File: src/rtl/dimem_pkg.sv
package dimem_pkg;
  localparam int unsigned WORDS_PER_GRP = 3;
  typedef enum logic {
    CMD_RETRIEVE = 1'b0,
    CMD_STORE    = 1'b1
  } cmd_kind_e;
endpackage

File: src/rtl/dimem_rst_sync.sv
module dimem_rst_sync (
  input  logic clk,
  input  logic rst_n,
  output logic rst_n_sync
);
  logic [1:0] sh_q;

  always_ff @(posedge clk or negedge rst_n) begin
    if (!rst_n) sh_q <= 2'b00;
    else        sh_q <= {sh_q[0], 1'b1};
  end

  assign rst_n_sync = sh_q[1];
endmodule

File: src/rtl/dimem_pend.sv
module dimem_pend #(
  parameter int unsigned AW    = 4,
  parameter int unsigned DW    = 48,
  parameter int unsigned DEPTH = 4
) (
  input  logic          clk,
  input  logic          rst_n,
  input  logic          ins_en,
  input  logic [AW-1:0] ins_grp,
  input  logic [DW-1:0] ins_data,
  input  logic [AW-1:0] look_grp,
  input  logic          rel_en,
  output logic          full,
  output logic          dup,
  output logic          hit,
  output logic [DW-1:0] hit_data
);
  logic [DEPTH-1:0] vld_q, vld_d;
  logic [DEPTH-1:0] free_oh, look_oh, dup_oh;
  logic [AW-1:0]    grp_q [DEPTH];
  logic [DW-1:0]    dat_q [DEPTH];

  // associative compare per entry
  for (genvar i = 0; i < DEPTH; i++) begin : g_cmp
    assign look_oh[i] = vld_q[i] && (grp_q[i] == look_grp);
    assign dup_oh[i]  = vld_q[i] && (grp_q[i] == ins_grp);
  end

  // lowest free entry, one-hot
  always_comb begin
    logic found;
    found   = 1'b0;
    free_oh = '0;
    for (int i = 0; i < DEPTH; i++) begin
      if (!vld_q[i] && !found) begin
        free_oh[i] = 1'b1;
        found      = 1'b1;
      end
    end
  end

  always_comb begin
    hit_data = '0;
    for (int i = 0; i < DEPTH; i++) begin
      hit_data = hit_data | (dat_q[i] & {DW{look_oh[i]}});
    end
  end

  assign full = &vld_q;
  assign dup  = |dup_oh;
  assign hit  = |look_oh;

  always_comb begin
    vld_d = vld_q;
    if (rel_en) vld_d = vld_d & ~look_oh;
    if (ins_en) vld_d = vld_d | free_oh;
  end

  always_ff @(posedge clk or negedge rst_n) begin
    if (!rst_n) vld_q <= '0;
    else        vld_q <= vld_d;
  end

  // payload registers: no reset, loaded under enable
  for (genvar i = 0; i < DEPTH; i++) begin : g_ent
    always_ff @(posedge clk) begin
      if (ins_en && free_oh[i]) begin
        grp_q[i] <= ins_grp;
        dat_q[i] <= ins_data;
      end
    end
  end
endmodule

File: src/rtl/dimem_bank.sv
module dimem_bank #(
  parameter int unsigned AW     = 4,
  parameter int unsigned WW     = 16,
  parameter int unsigned GROUPS = 16
) (
  input  logic                                      clk,
  input  logic                                      wr_en,
  input  logic [AW-1:0]                             wr_grp,
  input  logic [dimem_pkg::WORDS_PER_GRP*WW-1:0]    wr_data,
  input  logic                                      rd_en,
  input  logic [AW-1:0]                             rd_grp,
  output logic [dimem_pkg::WORDS_PER_GRP*WW-1:0]    rd_data
);
  import dimem_pkg::*;

  // one lane per word of the cell image
  for (genvar k = 0; k < WORDS_PER_GRP; k++) begin : g_lane
    logic [WW-1:0] mem [GROUPS];
    logic [WW-1:0] rd_q;

    always_ff @(posedge clk) begin
      if (wr_en) mem[wr_grp] <= wr_data[k*WW +: WW];
    end

    always_ff @(posedge clk) begin
      if (rd_en) rd_q <= mem[rd_grp];
    end

    assign rd_data[k*WW +: WW] = rd_q;
  end
endmodule

File: src/rtl/dimem_seq.sv
module dimem_seq #(
  parameter int unsigned AW = 4
) (
  input  logic          clk,
  input  logic          rst_n,
  input  logic          cmd_valid,
  input  logic          cmd_store,
  input  logic [AW-1:0] cmd_grp,
  input  logic          hit,
  output logic          cmd_ready,
  output logic          wr_en,
  output logic          rd_en,
  output logic          rd_valid,
  output logic [AW-1:0] rd_grp
);
  import dimem_pkg::*;

  cmd_kind_e     kind;
  logic          rdv_d, rdv_q;
  logic [AW-1:0] rdg_q;

  always_comb begin
    kind      = cmd_kind_e'(cmd_store);
    cmd_ready = !cmd_valid || (kind == CMD_RETRIEVE) || hit;
    wr_en     = cmd_valid && (kind == CMD_STORE) && hit;
    rd_en     = cmd_valid && (kind == CMD_RETRIEVE);
    rdv_d     = rd_en;
  end

  always_ff @(posedge clk or negedge rst_n) begin
    if (!rst_n) rdv_q <= 1'b0;
    else        rdv_q <= rdv_d;
  end

  always_ff @(posedge clk) begin
    if (rd_en) rdg_q <= cmd_grp;
  end

  assign rd_valid = rdv_q;
  assign rd_grp   = rdg_q;
endmodule

File: src/rtl/deferred_imem.sv
module deferred_imem #(
  parameter int unsigned W      = 16,
  parameter int unsigned GROUPS = 16,
  parameter int unsigned PEND   = 4,
  parameter int unsigned AW     = (GROUPS > 1) ? $clog2(GROUPS) : 1
) (
  input  logic                clk,
  input  logic                rst_n,
  input  logic                cmd_valid,
  output logic                cmd_ready,
  input  logic                cmd_store,
  input  logic [AW-1:0]       cmd_grp,
  input  logic                st_valid,
  output logic                st_ready,
  input  logic [AW-1:0]       st_grp,
  input  logic [3*W-1:0]      st_data,
  output logic                rd_valid,
  output logic [AW-1:0]       rd_grp,
  output logic [3*W-1:0]      rd_data
);
  import dimem_pkg::*;
  localparam int unsigned DW = WORDS_PER_GRP * W;

  logic          rst_n_i;
  logic          buf_full, buf_dup, buf_hit;
  logic [DW-1:0] buf_data;
  logic          ins_en, wr_en, rd_en;

  dimem_rst_sync u_rst (
    .clk        (clk),
    .rst_n      (rst_n),
    .rst_n_sync (rst_n_i)
  );

  assign st_ready = !buf_full && !buf_dup;
  assign ins_en   = st_valid && st_ready;

  dimem_pend #(.AW(AW), .DW(DW), .DEPTH(PEND)) u_pend (
    .clk      (clk),
    .rst_n    (rst_n_i),
    .ins_en   (ins_en),
    .ins_grp  (st_grp),
    .ins_data (st_data),
    .look_grp (cmd_grp),
    .rel_en   (wr_en),
    .full     (buf_full),
    .dup      (buf_dup),
    .hit      (buf_hit),
    .hit_data (buf_data)
  );

  dimem_seq #(.AW(AW)) u_seq (
    .clk       (clk),
    .rst_n     (rst_n_i),
    .cmd_valid (cmd_valid),
    .cmd_store (cmd_store),
    .cmd_grp   (cmd_grp),
    .hit       (buf_hit),
    .cmd_ready (cmd_ready),
    .wr_en     (wr_en),
    .rd_en     (rd_en),
    .rd_valid  (rd_valid),
    .rd_grp    (rd_grp)
  );

  dimem_bank #(.AW(AW), .WW(W), .GROUPS(GROUPS)) u_bank (
    .clk     (clk),
    .wr_en   (wr_en),
    .wr_grp  (cmd_grp),
    .wr_data (buf_data),
    .rd_en   (rd_en),
    .rd_grp  (cmd_grp),
    .rd_data (rd_data)
  );
endmodule

File: config.mk
export PLATFORM = sky130hd
export DESIGN_NAME = deferred_imem
export DESIGN_NICKNAME = d
export VERILOG_FILES = /design/src/rtl/dimem_pkg.sv /design/src/rtl/dimem_rst_sync.sv /design/src/rtl/dimem_pend.sv /design/src/rtl/dimem_bank.sv /design/src/rtl/dimem_seq.sv /design/src/rtl/deferred_imem.sv
export SDC_FILE = /design/constraint.sdc
export NUM_CORES = 1
export LEC_CHECK = 0
export BUFFER_PORTS_ARGS = -buffer_cell sky130_fd_sc_hd__buf_2
export CORE_ASPECT_RATIO = 1.75
export CORE_MARGIN = 3
export CORE_UTILIZATION = 56
export CTS_CLUSTER_SIZE = 25
export DETAILED_ROUTE_END_ITERATION = 12
export PLACE_DENSITY = 0.77
export SYNTH_ARGS = -nofsm -noshare
export SYNTH_HDL_FRONTEND = slang
export SYNTH_SLANG_ARGS = --single-unit
File: constraint.sdc
create_clock -name clk -period 1.8 [get_ports clk]
set_input_delay 0.18 -clock clk [delete_from_list [all_inputs] [get_ports clk]]
set_output_delay 0.18 -clock clk [all_outputs]
set_load 0.01 [all_outputs]
* Word level (Yosys, flattened, before mapping)
Memory sizes are Yosys's and may differ from the RTL's. A register that Yosys moved wholly into a read port is not among the register bits.
Index checks and enable logic that the tools add are counted.
** Word-level totals
- Bits in registers :: 11
- Bits in writable memories :: 976
- Input port bits :: 61
- Output and inout port bits :: 55
- Logic and storage cells :: 103
- Memories kept :: 5
** Operators by class
- Equal/unequal tests :: 8
- Muxes and demuxes :: 36
- Bitwise operators :: 11
- Reductions and logical operators :: 39
** Memories
- u_bank.g_lane[0].mem :: words 16, bits a word 16, rd ports 1, clocked after memory_dff 1, wr ports 1, line dimem_bank.sv:18 : logic [WW-1:0] mem [GROUPS];
- u_bank.g_lane[1].mem :: words 16, bits a word 16, rd ports 1, clocked after memory_dff 1, wr ports 1, line dimem_bank.sv:18
- u_bank.g_lane[2].mem :: words 16, bits a word 16, rd ports 1, clocked after memory_dff 1, wr ports 1, line dimem_bank.sv:18
- u_pend.dat_q :: words 4, bits a word 48, rd ports 4, clocked after memory_dff 0, wr ports 1, line dimem_pend.sv:21 : logic [DW-1:0] dat_q [DEPTH];
- u_pend.grp_q :: words 4, bits a word 4, rd ports 4, clocked after memory_dff 0, wr ports 1, line dimem_pend.sv:20 : logic [AW-1:0] grp_q [DEPTH];
** Operator list (number)
- 48-bit AND :: 4
- 48-bit two-way mux :: 3
- 48-bit bitwise OR :: 3
- 48-bit OR reduction :: 3
- 4-bit == test :: 8
- 1-bit two-way mux :: 22
- 1-bit logical AND :: 20
- 4-bit two-way mux :: 5
- 4-bit OR reduction :: 5
- 2-bit two-way mux :: 6
- 1-bit logical NOT :: 8
- 4-bit AND :: 1
- 4-bit NOT :: 1
- 4-bit bitwise OR :: 1
- 4-bit AND reduction :: 1
- 1-bit logical OR :: 2
- 1-bit NOT :: 1

* Depth between registers and ports, before layout
- Depth after elaboration :: 14
- Mapped depth :: 9
- Mapped depth without buffers :: 5

* Modules after synthesis
Synthesis repeated with hierarchy kept, for this count alone.
** Unflattened totals
- Cell total of the unflattened synthesis :: 1843
- Area, all modules :: 39055.0 sq um
** Modules (own cells, without submodules)
- dimem_bank :: instances 1, cells each 1242, area each 30171.4 sq um, seq. area each 24503.5 sq um
- dimem_pend :: instances 1, cells each 588, area each 8644.5 sq um, seq. area each 6346.1 sq um
- dimem_seq :: instances 1, cells each 8, area each 168.9 sq um, seq. area each 145.1 sq um
- dimem_rst_sync :: instances 1, cells each 3, area each 53.8 sq um, seq. area each 50.0 sq um
- deferred_imem :: instances 1, cells each 2, area each 16.3 sq um, seq. area each 0.0 sq um

* Worst setup path before layout
OpenSTA, ideal clock, no wires.
- Kind :: reg-to-reg
- Start point :: memory u_pend.grp_q[1][1]
- End point :: memory u_bank.g_lane[0].mem[0][0], enable pin
- Setup time :: 0.573 ns
- Data arrival time :: 5.845 ns
- Data required time :: 1.227 ns
- Setup slack :: -4.618 ns
- Cell stages (with the launch flop) :: 7
- Path buffers :: 1
- Period minus slack after synthesis :: 6.418 ns
- Cell sequence :: edfxtp_1 > xor2_1 > nor4_1 > and2_1 > buf_2 > nor4_4 > nor4_1
** RTL lines (line)
- start: declaration :: dimem_pend.sv:20
- end: declaration :: dimem_bank.sv:18

==> results_dict.tcl <==
set metrics [dict create \
    root_buffer "clkbuf_16" \
    fin_cells 3034 \
    fin_crit_sh_pct 143 \
    met3_usage_pct 4.63 \
    avgViaCountPerCell 6.62 \
    dieArea_mm2 0.0720 \
    area_growth_pct 25.5 \
    cts_tree "yes" \
    worst_ep_required_time_ns 2.17 \
    clk_latency_ns 0.68 \
    synth_compound_area_share_pct 2.02 \
    multi_input_area_mm2 0.00726 \
    synthTopCellsByArea "edfxtp_1 80%, mux4_2 14%, a22oi_1 1.9%" \
    ys_seq_area_share_pct 80.7 \
    grt_pass1_vias 20600 \
    path_common_cell "buf_12" \
    grt.overflow.total 0 \
    syn-num-nets 1659 \
    slew_violations 0 \
    drcViolationCount 0 \
    cts-htree-levels 3 \
    cp_max_fo 6 \
    fin_ws_ns -0.767 \
    synth_warnings 0 \
    hold_violations 0 \
    power_mw 52.4 \
    fmax_ghz 0.390 \
    path_class "reg -> reg" \
    p_leak_nw 16.1 \
    irDropWorstVdd_uv 891 \
    cp_slowest_cell "edfxtp_1" \
    synth_area_per_cell_um2 24.1 \
    portBuffers 115 \
    rsz0062_at_grt "yes" \
    cp.arrival_ns 2.93 \
    synth_top_area_share_pct 80.3 \
    synth_seq_cells 1035 \
    grt-busiest-layer "met2" \
    timing.rr.start "u_pend.grp_q[1][0]$_DFFE_PP_" \
    crit_path_cell_trace "xor2_1, nor4_2, buf_4, and2_4, nor4_4, buf_12, buf_12, nor4_4, buf_4, buf_12, clkbuf_16" \
    nets 2130 \
    core_mm2 0.0678 \
    fill_cells 3676 \
    hold_ws_ns 0.0892 \
    clk_pin_slew_ns 0.07 \
    path_delay_family "buffers and inverters" \
    use_met1_pct 35.8 \
    synth_cells 1598 \
    track_usage_pct 29.0 \
    grt_max_degree 93 \
    synthMuxAreaShare_pct 14.1 \
    num_rows 126 \
    synth-xor-area-share_pct 0.729 \
    hpwl_mm 53.1 \
    grtUsageMet2_pct 50.3 \
    setup_viol 1752 \
    dieWidth_um 204 \
    yosysUniqueCellTypes 34 \
    cpPeakStageDelay_ns 0.42 \
    place.gp.congestion 0.824 \
    reg2reg_slack_ns -0.77 \
    cts_made_buffers 85 \
    endpoint_kind "flop" \
    cp_num_buf_inv 6 \
    hold_path_class "reg -> async" \
    seqCellArea_mm2 0.0310 \
    detail-route-antenna-nets 0 \
    synth_fa_ha_area_share_pct 0 \
    die_h_um 353 \
    vias 20100 \
    outcome "complete, but fails checks" \
    violations "setup timing" \
    tightest_slew_ns 0.746 \
    synth_top_family_by_area "multiplexers" \
    final_layout_size_suffix_gt1_share_pct 37.9 \
    startpoint_type "flop" \
    tns_ns -1022.16 \
    maxCapViolCount 0 \
    drt_wl_total_mm 108 \
    drt_iter0_markers 2521 \
    fin_skew_ns 0.0424 \
    post-route-util_pct 71.2 \
    io-pin-count 116 \
    wire_per_inst_um 35.6 \
    crit_start "u_pend.grp_q[1][0]$_DFFE_PP_" \
    cts.sink_count 1035 \
    antenna_found_initial 3 \
    p_per_area_mw_per_mm2 1080 \
    initial_utilization_pct 56.7 \
    synth_top_area_cell "edfxtp_1" \
    slew_headroom_pct 50.3 \
    synth-simple-area-share_pct 1.30 \
    min_period_ns 2.57 \
    dp.cells 2725 \
    firstDrtPassIters 7 \
    syn_area_mm2 0.0385 \
    clk_path_buf_depth 3 \
    grt_pass1_wl_mm 148 \
]
[routing by layer]
| layer | up-vias | wire length [um] |
|---|---|---|
| li1 | 7795 | - |
| met1 | 10500 | 34900 |
| met2 | 1512 | 57100 |
| met3 | 321 | 9100 |
| met4 | 2 | 6780 |
| met5 | - | 13 |
[Yosys cell counts]
cell type / n
a211oi_1: 1
buf_4: 1
a31oi_1: 1
o31ai_1: 1
o21ai_0: 1
conb_1: 1
nor3_2: 1
and2_1: 4
nand4_1: 1
nor3_1: 17
nor4_2: 1
xor2_1: 25
buf_2: 24
nand3_1: 5
or3b_2: 1
mux4_2: 240
a22oi_1: 98
nand2b_1: 3
and3_1: 1
nand2_1: 56
nor2b_1: 1
o41ai_1: 1
nor4_4: 1
buf_6: 14
dfrtp_1: 7
nand3b_1: 2
buf_1: 10
clkbuf_1: 33
inv_1: 1
nor4_1: 6
edfxtp_1: 1028
nor2_1: 3
xnor2_1: 7
a21oi_1: 1
[sequential cells by signal, summed over array words and instances (netlist names)]
signal and flops:
u_seq.rd_grp 4, u_pend.vld_q 4, u_pend.dat_q 192, u_seq.rd_valid 1
u_pend.grp_q 16, u_rst.sh_q 2, u_bank.g_lane.rd_q 48, u_bank.g_lane.mem 768
[power by group]
part	leakage (nW)	internal [mW]	total [mW]	switching, mW
logic	5.22	2.07	4.85	2.78
clock network	1.40	10.7	19.5	8.82
registers	9.52	27.8	28.0	0.220
total	16.1	40.5	52.4	11.8
[cells by family (layout without fill, tap and decap cells)]
logic type / count (synthesis) / count (layout)
AO/OA/AOI/OAI: 104 / 104
XOR/XNOR: 32 / 32
buffers and inverters: 83 / 621
flip-flops: 1035 / 1035
multiplexers: 240 / 240
other: 1 / 3
AND/OR/NAND/NOR: 103 / 103
[layout make-up]
cell class,count,share of cell area (%)
clock buffers,95,4.53
well taps,896,2.32
inverters,1,0.00777
repair buffers,466,12.4
multi-input cells,480,15.0
flip-flops and latches,1035,64.3
clock inverters,59,1.38
diodes,2,0.0104
[layout by cell type (no fill, tap or decap), types with 23 or more instances in the layout]
cell           count
buf_6             28
buf_16            23
xor2_1            23
clkbuf_16         97
buf_4             79
dlygate4sd3_1     60
nand2_1           56
buf_12           144
edfxtp_1        1028
mux4_2           240
buf_2            112
a22oi_1           98
[through the flow]
step | instance area (um2) | worst slack [ns]
after global placement | 42900 | -0.725
after detailed placement | 42900 | -0.847
after global routing | 48300 | -0.820
after CTS | 48000 | -0.679
final | 48300 | -0.767
after floorplan | 38700 | -1.50
[path summary, 6_finish.rpt]
check | endpoint | depth (start not counted)
max in group asynchronous | u_rst.sh_q[0]$_DFF_PN0_ | 3
min in group clk | u_seq.rd_valid$_DFF_PN0_ | 4
worst min-delay path | u_pend.vld_q[2]$_DFF_PN0_ | 0
worst max-delay path | u_bank.g_lane[1].mem[2][3]$_DFFE_PP_ | 11
worst max register to register | u_bank.g_lane[1].mem[2][3]$_DFFE_PP_ | 11
worst min register to register | u_pend.vld_q[2]$_DFF_PN0_ | 0
[timing repair]
action / 4_1_cts / 5_1_grt
hold buffers: 60 / 0
hold endpoints to repair: 217 / 0
pin swaps: 22 / 11
setup buffers: 60 / 6
gates cloned: 26 / 14
gates resized for setup: 89 / 17
endpoints found under the setup margin: 1750 / 1750
Power figures use the tool's default switching activity.
